File: src/rtl/rl_lock_pkg.sv
// Package: shared types for the run-length lock-source controller.
// Assumes: nothing beyond standard SystemVerilog.
package rl_lock_pkg;

    // Which source the clock-recovery loop follows.
    typedef enum logic {
        SRC_REF  = 1'b0,
        SRC_DATA = 1'b1
    } lock_src_e;

    // Summary of one word's bit runs, produced by the word scanner.
    typedef struct packed {
        logic first_bit;  // value of bit 0 (earliest)
        logic last_bit;   // value of bit WORD_W-1 (latest)
        logic uniform;    // every bit in the word is equal
    } word_edge_t;

endpackage

File: src/rtl/rl_word_scan.sv
// Module: rl_word_scan
// Purpose: purely combinational scan of one word. It reports the length of
//          the leading run (starting at bit 0), the length of the trailing run
//          (ending at the top bit), and whether the whole word is one value.
// Assumes: bit 0 is the earliest received bit; WORD_W >= 2.
module rl_word_scan
    import rl_lock_pkg::*;
#(
    parameter int WORD_W = 10,
    localparam int LEN_W = $clog2(WORD_W + 1)
) (
    input  logic [WORD_W-1:0] word,
    output logic [LEN_W-1:0]  lead_len,
    output logic [LEN_W-1:0]  trail_len,
    output word_edge_t        edges
);

    logic lead_open;
    logic trail_open;

    // Count bits equal to bit 0, walking forward until the first change.
    always_comb begin
        lead_len  = '0;
        lead_open = 1'b1;
        for (int i = 0; i < WORD_W; i++) begin
            if (lead_open && (word[i] == word[0])) begin
                lead_len = lead_len + LEN_W'(1);
            end else begin
                lead_open = 1'b0;
            end
        end
    end

    // Count bits equal to the top bit, walking backward until the first change.
    always_comb begin
        trail_len  = '0;
        trail_open = 1'b1;
        for (int i = WORD_W - 1; i >= 0; i--) begin
            if (trail_open && (word[i] == word[WORD_W-1])) begin
                trail_len = trail_len + LEN_W'(1);
            end else begin
                trail_open = 1'b0;
            end
        end
    end

    // Edge summary used by the run counter.
    always_comb begin
        edges.first_bit = word[0];
        edges.last_bit  = word[WORD_W-1];
        edges.uniform   = (lead_len == LEN_W'(WORD_W));
    end

endmodule

File: src/rtl/rl_run_counter.sv
// Module: rl_run_counter
// Purpose: holds the open run (length, polarity) across accepted words and
//          produces the registered run-length violation flag. The flag is
//          set when a run of RUN_LIMIT or more bits ended in the word just
//          accepted, or is still open at its end.
// Assumes: RUN_LIMIT > WORD_W, so no run that lies wholly inside one word
//          can reach the limit. The length is saturated at RUN_LIMIT.
module rl_run_counter
    import rl_lock_pkg::*;
#(
    parameter int WORD_W    = 10,
    parameter int RUN_LIMIT = 120,
    localparam int LEN_W    = $clog2(WORD_W + 1),
    localparam int RUN_W    = $clog2(RUN_LIMIT + WORD_W + 1)
) (
    input  logic              clk,
    input  logic              rst_n,
    input  logic              word_v,
    input  logic [WORD_W-1:0] word,
    output logic              run_viol,
    output logic              viol_now
);

    logic [LEN_W-1:0] lead_len;
    logic [LEN_W-1:0] trail_len;
    word_edge_t       edges;

    logic [RUN_W-1:0] run_len_q;
    logic             run_pol_q;
    logic [RUN_W-1:0] run_len_d;
    logic             run_pol_d;
    logic             viol_d;
    logic             cont;
    logic [RUN_W-1:0] ended_len;
    logic [RUN_W-1:0] grown_len;

    rl_word_scan #(.WORD_W(WORD_W)) u_scan (
        .word      (word),
        .lead_len  (lead_len),
        .trail_len (trail_len),
        .edges     (edges)
    );

    // Work out the open run and the violation outcome for this word.
    always_comb begin
        cont      = (edges.first_bit == run_pol_q);
        grown_len = run_len_q + RUN_W'(WORD_W);
        ended_len = cont ? (run_len_q + RUN_W'(lead_len)) : RUN_W'(lead_len);
        if (edges.uniform) begin
            run_pol_d = edges.first_bit;
            run_len_d = cont ? grown_len : RUN_W'(WORD_W);
            if (run_len_d > RUN_W'(RUN_LIMIT)) begin
                run_len_d = RUN_W'(RUN_LIMIT);
            end
            viol_d = (run_len_d >= RUN_W'(RUN_LIMIT));
        end else begin
            run_pol_d = edges.last_bit;
            run_len_d = RUN_W'(trail_len);
            viol_d    = (ended_len >= RUN_W'(RUN_LIMIT));
        end
    end

    // Violation result visible to the lock controller in the accepting cycle.
    assign viol_now = word_v && viol_d;

    // Register the open run and the flag on every accepted word.
    always_ff @(posedge clk) begin
        if (!rst_n) begin
            run_len_q <= '0;
            run_pol_q <= 1'b0;
            run_viol  <= 1'b0;
        end else if (word_v) begin
            run_len_q <= run_len_d;
            run_pol_q <= run_pol_d;
            run_viol  <= viol_d;
        end
    end

    // without an accepted word the flag keeps its value.
    assert_hold_idle_R5: assert property (@(posedge clk) disable iff (!rst_n)
        !word_v |=> $stable(run_viol));

    // the stored length never exceeds the saturation point.
    assert_run_saturated_R3: assert property (@(posedge clk) disable iff (!rst_n)
        run_len_q <= RUN_W'(RUN_LIMIT));

    // a mixed word ends the open run, which then fits inside one word.
    assert_mixed_word_short_run_R4: assert property (@(posedge clk) disable iff (!rst_n)
        (word_v && !edges.uniform) |=> (run_len_q < RUN_W'(WORD_W)));

endmodule

File: src/rtl/rl_lock_fsm.sv
// Module: rl_lock_fsm
// Purpose: chooses between reference lock and data lock. While following the
//          reference it counts consecutive qualifying words. Any fault drops
//          data lock at once, and any fault seen during qualification
//          restarts the count.
// Assumes: viol_now is high only in a cycle that accepts a word.
module rl_lock_fsm
    import rl_lock_pkg::*;
#(
    parameter int QUAL_W = 4,
    localparam int CNT_W = QUAL_W + 1
) (
    input  logic              clk,
    input  logic              rst_n,
    input  logic              word_v,
    input  logic              viol_now,
    input  logic              freq_ok,
    input  logic [QUAL_W-1:0] qual_words,
    output logic              lock_to_data
);

    lock_src_e        state_q;
    lock_src_e        state_d;
    logic [CNT_W-1:0] good_q;
    logic [CNT_W-1:0] good_d;
    logic [CNT_W-1:0] target;
    logic             fault;
    logic             good_word;

    // Qualification target, with a zero setting treated as one word.
    always_comb begin
        target = (qual_words == '0) ? CNT_W'(1) : CNT_W'(qual_words);
    end

    // Classify this cycle as a fault, a good word, or neither.
    always_comb begin
        fault     = !freq_ok || viol_now;
        good_word = word_v && !fault;
    end

    // Next-state and qualification-count logic.
    always_comb begin
        state_d = state_q;
        good_d  = good_q;
        case (state_q)
            SRC_DATA: begin
                good_d = '0;
                if (fault) begin
                    state_d = SRC_REF;
                end
            end
            default: begin
                if (fault) begin
                    good_d = '0;
                end else if (good_word) begin
                    if ((good_q + CNT_W'(1)) >= target) begin
                        state_d = SRC_DATA;
                        good_d  = '0;
                    end else begin
                        good_d = good_q + CNT_W'(1);
                    end
                end
            end
        endcase
    end

    // State and counter registers.
    always_ff @(posedge clk) begin
        if (!rst_n) begin
            state_q <= SRC_REF;
            good_q  <= '0;
        end else begin
            state_q <= state_d;
            good_q  <= good_d;
        end
    end

    assign lock_to_data = (state_q == SRC_DATA);

    // a lost frequency check ends data lock on the next edge.
    assert_freq_loss_drops_R8: assert property (@(posedge clk) disable iff (!rst_n)
        (lock_to_data && !freq_ok) |=> !lock_to_data);

    // a violating word always leaves the loop on the reference.
    assert_viol_forces_ref_R9: assert property (@(posedge clk) disable iff (!rst_n)
        viol_now |=> !lock_to_data);

    // data lock is entered only on a qualifying word.
    assert_entry_needs_good_R7: assert property (@(posedge clk) disable iff (!rst_n)
        (!lock_to_data && !good_word) |=> !lock_to_data);

    // the count never reaches the target while still in reference lock.
    assert_count_below_target_R10: assert property (@(posedge clk) disable iff (!rst_n)
        !lock_to_data |-> (good_q < target));

endmodule

File: src/rtl/rl_lock_ctrl.sv
// Module: rl_lock_ctrl (top)
// Purpose: selects the checked word stream (receive or loopback), feeds the
//          run counter, and drives the lock-source controller from the run
//          result and the external frequency flag.
// Assumes: one word per valid strobe; RUN_LIMIT > WORD_W.
module rl_lock_ctrl
    import rl_lock_pkg::*;
#(
    parameter int WORD_W    = 10,
    parameter int RUN_LIMIT = 120,
    parameter int QUAL_W    = 4
) (
    input  logic              clk,
    input  logic              rst_n,
    input  logic [WORD_W-1:0] rx_word,
    input  logic              rx_valid,
    input  logic [WORD_W-1:0] tx_word,
    input  logic              tx_valid,
    input  logic              loop_en,
    input  logic              freq_ok,
    input  logic [QUAL_W-1:0] qual_words,
    output logic              run_viol,
    output logic              lock_to_data
);

    logic [WORD_W-1:0] chk_word;
    logic              chk_valid;
    logic              viol_now;

    // Loopback selection of the word stream under check.
    always_comb begin
        chk_word  = loop_en ? tx_word  : rx_word;
        chk_valid = loop_en ? tx_valid : rx_valid;
    end

    rl_run_counter #(
        .WORD_W    (WORD_W),
        .RUN_LIMIT (RUN_LIMIT)
    ) u_run (
        .clk      (clk),
        .rst_n    (rst_n),
        .word_v   (chk_valid),
        .word     (chk_word),
        .run_viol (run_viol),
        .viol_now (viol_now)
    );

    rl_lock_fsm #(
        .QUAL_W (QUAL_W)
    ) u_fsm (
        .clk          (clk),
        .rst_n        (rst_n),
        .word_v       (chk_valid),
        .viol_now     (viol_now),
        .freq_ok      (freq_ok),
        .qual_words   (qual_words),
        .lock_to_data (lock_to_data)
    );

    // a raised flag always comes with reference lock on the same edge.
    assert_flag_rise_ref_R2: assert property (@(posedge clk) disable iff (!rst_n)
        $rose(run_viol) |-> !lock_to_data);

endmodule

File: config.mk
export PLATFORM = sky130hd
export DESIGN_NAME = rl_lock_ctrl
export DESIGN_NICKNAME = d
export VERILOG_FILES = /design/src/rtl/rl_lock_pkg.sv /design/src/rtl/rl_word_scan.sv /design/src/rtl/rl_run_counter.sv /design/src/rtl/rl_lock_fsm.sv /design/src/rtl/rl_lock_ctrl.sv
export SDC_FILE = /design/constraint.sdc
export NUM_CORES = 1
export LEC_CHECK = 0
export ABC_CLOCK_PERIOD_IN_PS = 7540
export BUFFER_PORTS_ARGS = -buffer_cell sky130_fd_sc_hd__buf_2
export CORE_ASPECT_RATIO = 1.5
export CORE_MARGIN = 3
export CORE_UTILIZATION = 50
export CTS_BUF_LIST = sky130_fd_sc_hd__clkbuf_4 sky130_fd_sc_hd__clkbuf_8
export DETAILED_ROUTE_END_ITERATION = 8
export GPL_ROUTABILITY_DRIVEN = 1
export PLACE_DENSITY = 0.71
export SKIP_CTS_REPAIR_TIMING = 1
export SYNTH_ARGS = -nofsm -noshare
export SYNTH_HDL_FRONTEND = slang
export SYNTH_SLANG_ARGS = --single-unit
File: constraint.sdc
create_clock -name clk -period 7.54 [get_ports clk]
set_input_delay 1.508 -clock clk [delete_from_list [all_inputs] [get_ports clk]]
set_output_delay 1.508 -clock clk [all_outputs]
set_load 0.005 [all_outputs]
==> impl_metrics.tcl <==
set metrics [dict create \
    synth_top_area_share_pct 14.72 \
    regArea_um2 320.3 \
    r2r-start "u_run.run_len_q[1]$_SDFFE_PN0P_" \
    p_per_area_nw_per_um2 115.5 \
    core-area_um2 4064 \
    async_reset_ff_share_pct 0 \
    postSynthCellCount 288 \
    hold_path_class "reg -> reg" \
    port_buffers 31 \
    cap_viol_max_count 0 \
    min_from "u_fsm.good_q[4]$_SDFFE_PP0P_" \
    crit-reg2reg-capture "u_fsm.good_q[0]$_SDFFE_PP0P_" \
    cts_tree "done" \
    clock_skew_ns 0.007583 \
    synth-edff-count 0 \
    ys_seq_elements 16 \
    cts_root_buf "clkbuf_8" \
    drc 0 \
    cp-end-kind "register" \
    synth.largest_area_cell "dfxtp_1" \
    initial_core_util_pct 53.54 \
    fin_cells 363 \
    utilization_pct 59.45 \
    slew-limit-headroom_pct 34.27 \
    synth_area_per_cell_um2 7.555 \
    r2r_slack_ns 4.38 \
    grt_pass1_vias 2220 \
    gp_congestion 0.9429 \
    clk_latency_ns 0.26 \
    ir_drop_v 0.00009387 \
    leakage_nw 1.039 \
    reg2reg_depth 10 \
    area_growth_syn_to_layout_pct 11.04 \
    whs_endpoint "u_fsm.good_q[4]$_SDFFE_PP0P_" \
    synth_cell_type_count 56 \
    grt_setup_unrepaired "no" \
    antenna_found_initial 0 \
    cts.reportedPaths.clkPinSlew_ns 0.06 \
    synthTopCellsByArea "dfxtp_1 15%, ha_1 9.8%, a21oi_1 6.0%" \
    startpoint_type "input pin" \
    hpwl_um 4422 \
    drt_iter0_drc 72 \
    vias 2276 \
    grt_pass1_wl_um 9218 \
    ys.flop_type "dfxtp_1" \
    hold_violations 0 \
    rows 28 \
    grt_overflow_total 0 \
    status "completed" \
    multi_input_area_um2 1743 \
    drive_above_1_share_pct 17.30 \
    drtAntennaViolNets 0 \
    clock_path_buffers 2 \
    finalSetupTns_ns 0 \
    ys_warn_count 0 \
    wl_per_cell_um 15.08 \
    ios 32 \
    h-tree-depth 1 \
    synth_nets 336 \
    die_y_um 86.80 \
    wl_um 5475 \
    max_freq_ghz 0.1432 \
    drt-vias-per-instance 6.270 \
    clock_sink_count 16 \
    maxSlewViolCount 0 \
    fp.dieArea_um2 5196 \
    final_nets 367 \
    place_inst 359 \
    n_fill_cell 407 \
    numCtsBuffers 3 \
    crit_required_ns 7.69 \
    period_minus_slack_ns 6.985 \
    fp.dieW_um 59.86 \
    netlist_area_um2 2176 \
    tightest_slew_ns 0.9611 \
    fin_crit_sh_pct 92.65 \
    first_pass_iters 4 \
    holdPathStages 2 \
    diodes 0 \
    worstPathArrival_ns 7.13 \
    grt_util_all_layers_pct 22.13 \
    yosysSeqAreaShare_pct 14.72 \
    crit_path_max_fanout 10 \
    grt_max_degree 13 \
    finalSetupViolCount 0 \
    worstSetupPathType "in -> reg" \
    holdWs_ns 0.4857 \
]
-- power breakdown --
part / total, W / internal (W) / switching [W]
registers: 0.0000909 / 0.0000872 / 0.00000370
logic: 0.000111 / 0.0000463 / 0.0000650
clock network: 0.0000769 / 0.0000464 / 0.0000305
total: 0.000279 / 0.000180 / 0.0000992
-- logic make-up after synthesis --
kind of cell,synth area share [%]
mux,10.70
simple gates,23.40
buf+inv,5.175
xor+xnor,7.648
flops,14.72
fa+ha+maj,11.16
compound gates,27.20
-- sequential cells by signal, summed over array words and instances, names as in the netlist --
name	flops
u_fsm.lock_to_data	1
u_run.run_viol	1
u_run.run_len_q	8
u_fsm.good_q	5
u_run.run_pol_q	1
-- cell usage after synthesis (3+ instances only) --
cell type	number
nand2_1	18
inv_1	17
buf_2	3
nor4_1	4
ha_1	17
and3_1	4
o31ai_1	4
a21oi_1	26
clkbuf_1	3
nand3_1	11
mux2_2	10
xor2_1	11
a211oi_1	3
nor2_1	25
xnor2_1	8
and2_1	6
nand4_1	7
mux2i_1	12
nor3_1	8
a21boi_0	4
or3_1	5
dfxtp_1	16
nor2b_1	4
a221oi_1	3
o21ai_0	15
o21a_1	4
nand2b_1	3
o22ai_1	3
-- routing by layer --
| metal | vias up | routed length (µm) | global-route usage [%] |
|---|---|---|---|
| met4 | 0 | 161 | 11.09 |
| li1 | 1147 | - | - |
| met1 | 1038 | 2206 | 23.13 |
| met3 | 15 | 257 | 1.937 |
| met5 | - | 0 | 0 |
| met2 | 76 | 2850 | 41.73 |
-- per-stage QoR --
| stage | setup slack, ns | instance area [µm²] | total power [W] |
|---|---|---|---|
| floorplan | 1.069 | 2176 | 0.0001740 |
| detailed placement | 0.2291 | 2361 | 0.0002034 |
| finish | 0.5546 | 2416 | 0.0002791 |
| CTS | 0.4727 | 2416 | 0.0002810 |
| global route | 0.03794 | 2416 | 0.0002998 |
| global placement | 0.4657 | 2361 | 0.0002012 |
-- placed cells by master (no fill, tap or decap), types with 4 or more instances in the layout --
| master | n |
|---|---|
| nand4_1 | 7 |
| nand2_1 | 18 |
| o21a_1 | 4 |
| buf_2 | 31 |
| a21oi_1 | 26 |
| dfxtp_1 | 16 |
| o21ai_0 | 15 |
| nor2b_1 | 4 |
| o31ai_1 | 4 |
| ha_1 | 17 |
| nor4_1 | 4 |
| or3_1 | 5 |
| mux2i_1 | 12 |
| nor2_1 | 25 |
| and2_1 | 6 |
| and3_1 | 4 |
| inv_1 | 17 |
| mux2_2 | 10 |
| nand3_1 | 11 |
| clkbuf_8 | 4 |
| xor2_1 | 11 |
| nor3_1 | 8 |
| xnor2_1 | 8 |
-- worst max-delay path, cell delays in order --
cell and delay, ns:
buf_2 0.22, mux2i_1 0.56, nand4_1 0.33, o22ai_1 0.36, a21o_1 0.21, inv_1 0.05, ha_1 0.29, o21a_1 0.19
ha_1 0.27, nand4_1 0.11, and2_1 0.16, inv_1 0.04, ha_1 0.30, nor2_1 0.05, a21oi_1 0.24, ha_1 0.28
a21o_1 0.15, a21oi_1 0.22, xnor2_1 0.15, nand4_1 0.13, maj3_1 0.39, a21oi_1 0.25, a21oi_1 0.10, o31ai_2 0.37
o21ba_1 0.20
-- how the worst max path moves through the flow --
| stage | startpoint | cells after the start | end |
|---|---|---|---|
| floorplan | loop_en | 25 | u_fsm.good_q[0]$_SDFFE_PP0P_ |
| global placement | loop_en | 25 | u_fsm.good_q[0]$_SDFFE_PP0P_ |
| detailed placement | loop_en | 25 | u_fsm.good_q[0]$_SDFFE_PP0P_ |
| CTS | loop_en | 25 | u_fsm.good_q[0]$_SDFFE_PP0P_ |
| global route | loop_en | 25 | u_fsm.good_q[0]$_SDFFE_PP0P_ |
| finish | loop_en | 25 | u_fsm.good_q[0]$_SDFFE_PP0P_ |
-- cell type report --
cell class	instances	share of cell area, %
Multi-Input combinational cell	247	72.14
Clock buffer	4	2.279
Inverter	17	2.641
Tap cell	45	2.330
Sequential cell	16	13.26
Timing Repair Buffer	34	7.354
(Power assumes the default switching activity.)
